[config.mk]
export PLATFORM = sky130hd
export DESIGN_NAME = ctl_word_seq
export DESIGN_NICKNAME = d
export VERILOG_FILES = /design/src/rtl/ctl_word_seq.sv
export SDC_FILE = /design/constraint.sdc
export NUM_CORES = 1
export LEC_CHECK = 0
export ABC_AREA = 1
export BUFFER_PORTS_ARGS = -buffer_cell sky130_fd_sc_hd__buf_4
export CORE_MARGIN = 4
export CORE_UTILIZATION = 48
export CTS_CLUSTER_DIAMETER = 40
export DETAILED_ROUTE_END_ITERATION = 6
export PLACE_DENSITY = 0.81
export SYNTH_ARGS = -nofsm -noshare
export SYNTH_HDL_FRONTEND = slang
export SYNTH_SLANG_ARGS = --single-unit
export TNS_END_PERCENT = 1
[constraint.sdc]
create_clock -name clk -period 1.7 [get_ports clk]
set_input_delay 0.255 -clock clk [delete_from_list [all_inputs] [get_ports clk]]
set_output_delay 0.255 -clock clk [all_outputs]
set_load 0.005 [all_outputs]
[src/rtl/ctl_word_seq.sv]
module ctl_word_seq #(
  parameter int AW = 6
) (
  input  logic          clk,
  input  logic          rst_n,
  input  logic          start_i,
  input  logic [AW-1:0] start_idx_i,
  input  logic          start_rd_i,
  input  logic          wait_mode_i,
  output logic [AW-1:0] mem_addr_o,
  input  logic [31:0]   mem_data_i,
  output logic [3:0]    line_o,
  output logic          line4_oe_o,
  input  logic          wait_i,
  output logic          sample_o,
  output logic          done_o
);
  localparam int FHI = 19;
  localparam int FLO = 12;

  typedef enum logic [1:0] {S_IDLE, S_PRIME, S_LOAD, S_RUN} st_t;

  st_t           st;
  logic [1:0]    ph;
  logic [AW-1:0] addr_q;
  logic [7:0]    fld_q;
  logic          last_q, rd_q, frz_q, done_q;
  logic [3:0]    line_q;
  logic [1:0]    wsync;

  logic [7:0] fld_in;
  logic       wait_s, late_edge, wait_en;
  logic       unused_bits;

  assign fld_in      = mem_data_i[FHI:FLO];
  assign unused_bits = ^{mem_data_i[31:FHI+1], mem_data_i[FLO-1:1]};
  assign wait_s      = wsync[1];
  assign late_edge   = wait_mode_i & fld_q[1];
  assign wait_en     = wait_mode_i & fld_q[0];

  function automatic logic [3:0] pick(input logic [7:0] f, input logic late, input logic wm);
    logic [3:0] r;
    for (int n = 0; n < 3; n++) r[n] = late ? f[6-2*n] : f[7-2*n];
    r[3] = wm | (late ? f[0] : f[1]);
    return r;
  endfunction

  always_ff @(posedge clk) begin
    if (!rst_n) wsync <= '0;
    else        wsync <= {wsync[0], wait_i};
  end

  always_ff @(posedge clk) begin
    if (!rst_n) begin
      st     <= S_IDLE;
      ph     <= '0;
      addr_q <= '0;
      fld_q  <= '0;
      last_q <= 1'b0;
      rd_q   <= 1'b0;
      frz_q  <= 1'b0;
      done_q <= 1'b0;
      line_q <= 4'hF;
    end else begin
      done_q <= 1'b0;
      case (st)
        S_IDLE: if (start_i) begin
          addr_q <= start_idx_i;
          rd_q   <= start_rd_i;
          st     <= S_PRIME;
        end
        S_PRIME: st <= S_LOAD;
        S_LOAD: begin
          fld_q  <= fld_in;
          last_q <= mem_data_i[0];
          addr_q <= addr_q + 1'b1;
          ph     <= 2'd0;
          frz_q  <= 1'b0;
          line_q <= pick(fld_in, 1'b0, wait_mode_i);
          st     <= S_RUN;
        end
        default: begin
          if (frz_q) begin
            if (!wait_s) frz_q <= 1'b0;
          end else begin
            case (ph)
              2'd0: begin
                ph <= 2'd1;
                if (wait_en && wait_s) frz_q <= 1'b1;
              end
              2'd1: begin
                ph     <= 2'd2;
                line_q <= pick(fld_q, 1'b1, wait_mode_i);
              end
              2'd2: ph <= 2'd3;
              default: begin
                ph <= 2'd0;
                if (last_q) begin
                  st     <= S_IDLE;
                  line_q <= 4'hF;
                  done_q <= 1'b1;
                end else begin
                  fld_q  <= fld_in;
                  last_q <= mem_data_i[0];
                  addr_q <= addr_q + 1'b1;
                  line_q <= pick(fld_in, 1'b0, wait_mode_i);
                end
              end
            endcase
          end
        end
      endcase
    end
  end

  assign mem_addr_o = addr_q;
  assign line_o     = line_q;
  assign line4_oe_o = ~wait_mode_i;
  assign done_o     = done_q;
  assign sample_o   = (st == S_RUN) && rd_q && (ph == {late_edge, 1'b0});
endmodule

### After elaboration in Yosys (flattened, before gate mapping)

Cells that the tools add are included.
W data, S select, Z words.

* flip-flop bits (word level): 27

* add/sub/neg operators: 1
* equality and inequality tests: 16
* mux-type cells: 31
* bitwise logic cells: 8
* reduce and logical (&&, ||, !) cells: 17

Operator list (count)
* $mux W6: 4
* $mux W7: 3
* $pmux W6 S3: 1
* $pmux W4 S2: 2
* $pmux W7 S2: 1
* $pmux W2 S3: 2
* $mux W2: 5
* $ne A3 B1 Y1 const B: 3
* $mux W1: 8
* $mux W4: 2
* $ne A2 B1 Y1 const B: 4
* $ne A4 B1 Y1 const B: 2
* $reduce_and A4 Y1: 2
* $reduce_or A8 Y1: 1
* $add A6 B1 Y6 const B: 1
* $eq A2 B2 Y1 const B: 3
* $reduce_and A3 Y1: 2
* $reduce_and A5 Y1: 1
* $eq A2 B1 Y1 const B: 2
* $logic_not A2 Y1: 2
* $not A1 Y1: 4
* $pmux W1 S2: 2
* $pmux W2 S2: 1
* $reduce_and A2 Y1: 2
* 8 further kinds: 13

### Logic depth before layout (Yosys ltp)

* word-level depth: 6
* gate-level depth with buffers: 10

### Least setup slack after synthesis

Ideal clock, no wire load.

* path type: register -> register
* start point: register st[1]
* end point: register line_q[0] (netlist: line_o[0])
* arrival time: 1.384 ns
* path slack: 0.195 ns
* cell stages (with the launch flop): 10
* cell sequence: dfxtp_1 inv_1 ha_1 buf_6 nor2_4 o21ai_4 nor2_4 inv_1 a21oi_1 nand2_1

* longest elaborated chain between the ends: 4
* elaborated cells on any way between the ends: 9
* those cells by class: 4 x eq/ne; 1 x mux; 1 x bitwise; 3 x reduce/logical

Ends and longest elaborated chain
* from (decl): line 23 `st_t st;`
* from (signal assigned): line 55 `st <= S_IDLE;`
* from (signal assigned): line 70 `st <= S_PRIME;`
* from (signal assigned): line 72 `S_PRIME: st <= S_LOAD;`
* $eq A2 B1 Y1 or $logic_not A2 Y1 (tied branches): line 66 `case (st)`
* $reduce_or A2 Y1 (no line)
* $not A1 Y1 (no line)
* $reduce_and A3 Y1 (no line)
* to (signal assigned): line 79 `line_q <= pick(fld_in, 1'b0, wait_mode_i);`
* to (signal assigned): line 93 `line_q <= pick(fld_q, 1'b1, wait_mode_i);`
* to (signal assigned): line 106 `line_q <= pick(fld_in, 1'b0, wait_mode_i);`
* to (decl): line 28 `logic [3:0] line_q;`

Parallel ways exist; a longest one is shown, timed or not.
A chain may end at the register's enable or synchronous reset.

### Worst setup path in the final report

* start point: register st[1]
* end point: output sample_o

* longest elaborated chain between the ends: 3

Ends and longest elaborated chain
* $eq A2 B2 Y1: line 120 `assign sample_o = (st == S_RUN) && rd_q && (ph == {late_edge, 1'b0});`
* $logic_and A1 B1 Y1 (2 in a row): line 120
* to (decl): line 15 `output logic sample_o,`

Every way passes these cells.

==> metrics.cfg <==
[placement]
place_congestion=0.800
dp_cells=259
post-dp-hpwl_um=2430
port_buffers=33
place_area_um2=1780

[pwr]
power_density_nw_per_um2=1580
power_mw=2.86
peakVddDrop_v=0.00103
power.leakage_nw=0.848

[cts]
cts.hold.buffers_added=0
insertion_delay_ns=0.32
clock_path_buffers=2
htreeDepth=1
cts_resized=0
clkSinkCount=25
cts_made_buffers=3
path_clk_slew_ns=0.13
cts_tree=built
root_buffer=clkbuf_4
post-cts-setup-buffer-count=0

[worst_setup_path]
cpLargestDelayFamily=flip-flops
cp_num_buf_inv=2
cp.required_ns=1.44
critPathSlowestCell=dfxtp_1
crit_type=flop to output pin
max_stage_delay_ns=0.40
arrival_ns=1.32
startpoint_type=flop
crit_path_frequent_cell=buf_4
endpoint_kind=output pin
cp_max_fo=4
path_cells=buf_4 > ha_1 > nand4_1 > nor2_1 > buf_4

[grt]
use_met3_pct=4.97
grt_pass1_vias=1282
grt_max_degree=20
grt.overflow.total=0
grt_use_total_pct=16.7
gr-usage-met1_pct=20.5
antenna_found_initial=0
grt.busiest_layer=met2
met2_usage_pct=28.9
grt_pass1_wl_um=5450

[floorplan]
die_area_um2=3990
dieHeight_um=63.2
boundaryPins=57
start_util_pct=51.7
die_x_um=63.2
row_count=19
core_um2=2830

[yosys]
synthDistinctLibCells=32
synth.net_count=247
ys_seq_area_share_pct=34.2
synthCells=192
ys_ff_latch=25
syn_area_per_cell_um2=7.61
ys.warnings.count=0
netlist_area_um2=1460

[cells_and_area]
finalNetCount=288
utilization_pct=64.0
drive_above_1_share_pct=29.7
diodes=0
finalNonFillerCells=263
area_growth_pct=24.0
final_area_um2=1810

[worst_hold_path]
hp-class=primary input to flop

[timing]
max_freq_mhz=634
rsz0062_at_grt=no
worstMarginPinSlew_ns=0.258
finalCritPeriodShare_pct=92.7
hold_violations=0
fin_skew_ns=0.00515
setup_viol=0
fin_tns_setup_ns=0
finalMaxSlewViolations=0
maxSlewHeadroom_pct=82.8
fin_crit_ns=1.58

[drt]
viasPerCell=5.13
drc=0
first_pass_iters=4
first_iter_violations=79
wirelength_um=3070
vias=1350
wire_per_inst_um=11.7
ant_nets=0

[flow_run]
drv_cap=0

[status]
status=complete, no violations

==> worst paths after layout <==
path / startpoint / endpoint / slack, ns / cells after the start
hold reg to reg: wsync[0]$_SDFF_PN0_ / wsync[1]$_SDFF_PN0_ / 0.43 / 2
setup / recovery: st[1]$_SDFFE_PN0P_ / sample_o / 0.12 / 5
hold / removal: wait_i / wsync[0]$_SDFF_PN0_ / 0.11 / 3
setup reg to reg: st[0]$_SDFFE_PN0P_ / line_o[3]$_SDFFE_PN1P_ / 0.16 / 10
==> flip-flops by register name, summed over array words and instances, names as in the netlist <==
register    count
rd_q            1
frz_q           1
done_o          1
ph              2
fld_q           5
last_q          1
mem_addr_o      6
st              2
wsync           2
line_o          4
==> final cells by class <==
cell class                      instances  area [µm²]
Timing Repair Buffer                   40         313
Clock inverter                          1        5.00
Sequential cell                        25         500
Clock buffer                            3        22.5
Tap cell                               31        38.8
Inverter                               23        93.8
Multi-Input combinational cell        140         838
Fill cell                             267        1020
==> tightest hold or removal path: stages <==
cell,delay (ns)
buf_4,0.07
nand2_1,0.04
inv_1,0.04
==> through the flow <==
stage | hold WS [ns] | worst slack [ns]
5_1_grt | 0.108 | 0.0429
2_1_floorplan | 0.353 | 0.195
3_3_place_gp | 0.395 | 0.150
3_5_place_dp | 0.403 | 0.118
4_1_cts | 0.100 | 0.101
6_report | 0.109 | 0.124
==> synthesized netlist by cell type <==
master | instances | area share, %
a21oi_1 | 11 | 3.8
a21oi_2 | 4 | 2.4
buf_2 | 1 | 0.34
buf_6 | 2 | 1.5
clkbuf_1 | 1 | 0.26
dfxtp_1 | 25 | 34
ha_1 | 11 | 9.4
inv_1 | 17 | 4.4
inv_2 | 4 | 1.0
inv_4 | 1 | 0.43
inv_6 | 1 | 0.60
nand2_1 | 35 | 9.0
nand2_2 | 1 | 0.43
nand2_4 | 2 | 1.5
nand3_1 | 9 | 3.1
nand3_2 | 2 | 1.4
nand3_4 | 1 | 1.2
nand4_1 | 2 | 0.86
nor2_1 | 30 | 7.7
nor2_4 | 3 | 2.3
nor2_8 | 1 | 1.4
nor3_1 | 2 | 0.68
nor3_2 | 1 | 0.68
nor4_1 | 1 | 0.43
o211a_1 | 1 | 0.68
o21ai_0 | 11 | 3.8
o21ai_1 | 3 | 1.0
o21ai_2 | 2 | 1.2
o21ai_4 | 1 | 1.1
o21bai_1 | 1 | 0.51
o221ai_1 | 3 | 1.8
o22ai_1 | 2 | 0.86
==> per-layer routing <==
layer  share of wire [%]  routed length [µm]
met1                  44                1340
met2                  47                1450
met3                 8.5                 261
met4                0.68                  21
met5                   0                   0
==> kinds of logic (layout without fill, tap and decap cells) <==
| family | count (synthesis) | count (layout) | synth area share (%) |
|---|---|---|---|
| AOI/OAI and AO/OA | 39 | 39 | 17.1 |
| adders and majority gates | 11 | 11 | 9.42 |
| buffers and inverters | 27 | 67 | 8.56 |
| DFF | 25 | 25 | 34.2 |
| and+or+nand+nor | 90 | 90 | 30.7 |
==> power breakdown <==
part / switching, mW / internal [mW]
combinational: 0.948 / 0.737
clock: 0.176 / 0.0881
sequential: 0.148 / 0.764
==> layout by cell type (no fill, tap or decap), types with 4 or more instances in the layout <==
cell and n:
a21oi_1 11, a21oi_2 4, buf_4 39, dfxtp_1 25, ha_1 10, inv_1 17
inv_2 4, nand2_1 35, nand3_1 9, nor2_1 30, o21ai_0 11
Power figures use the tool's default switching activity.
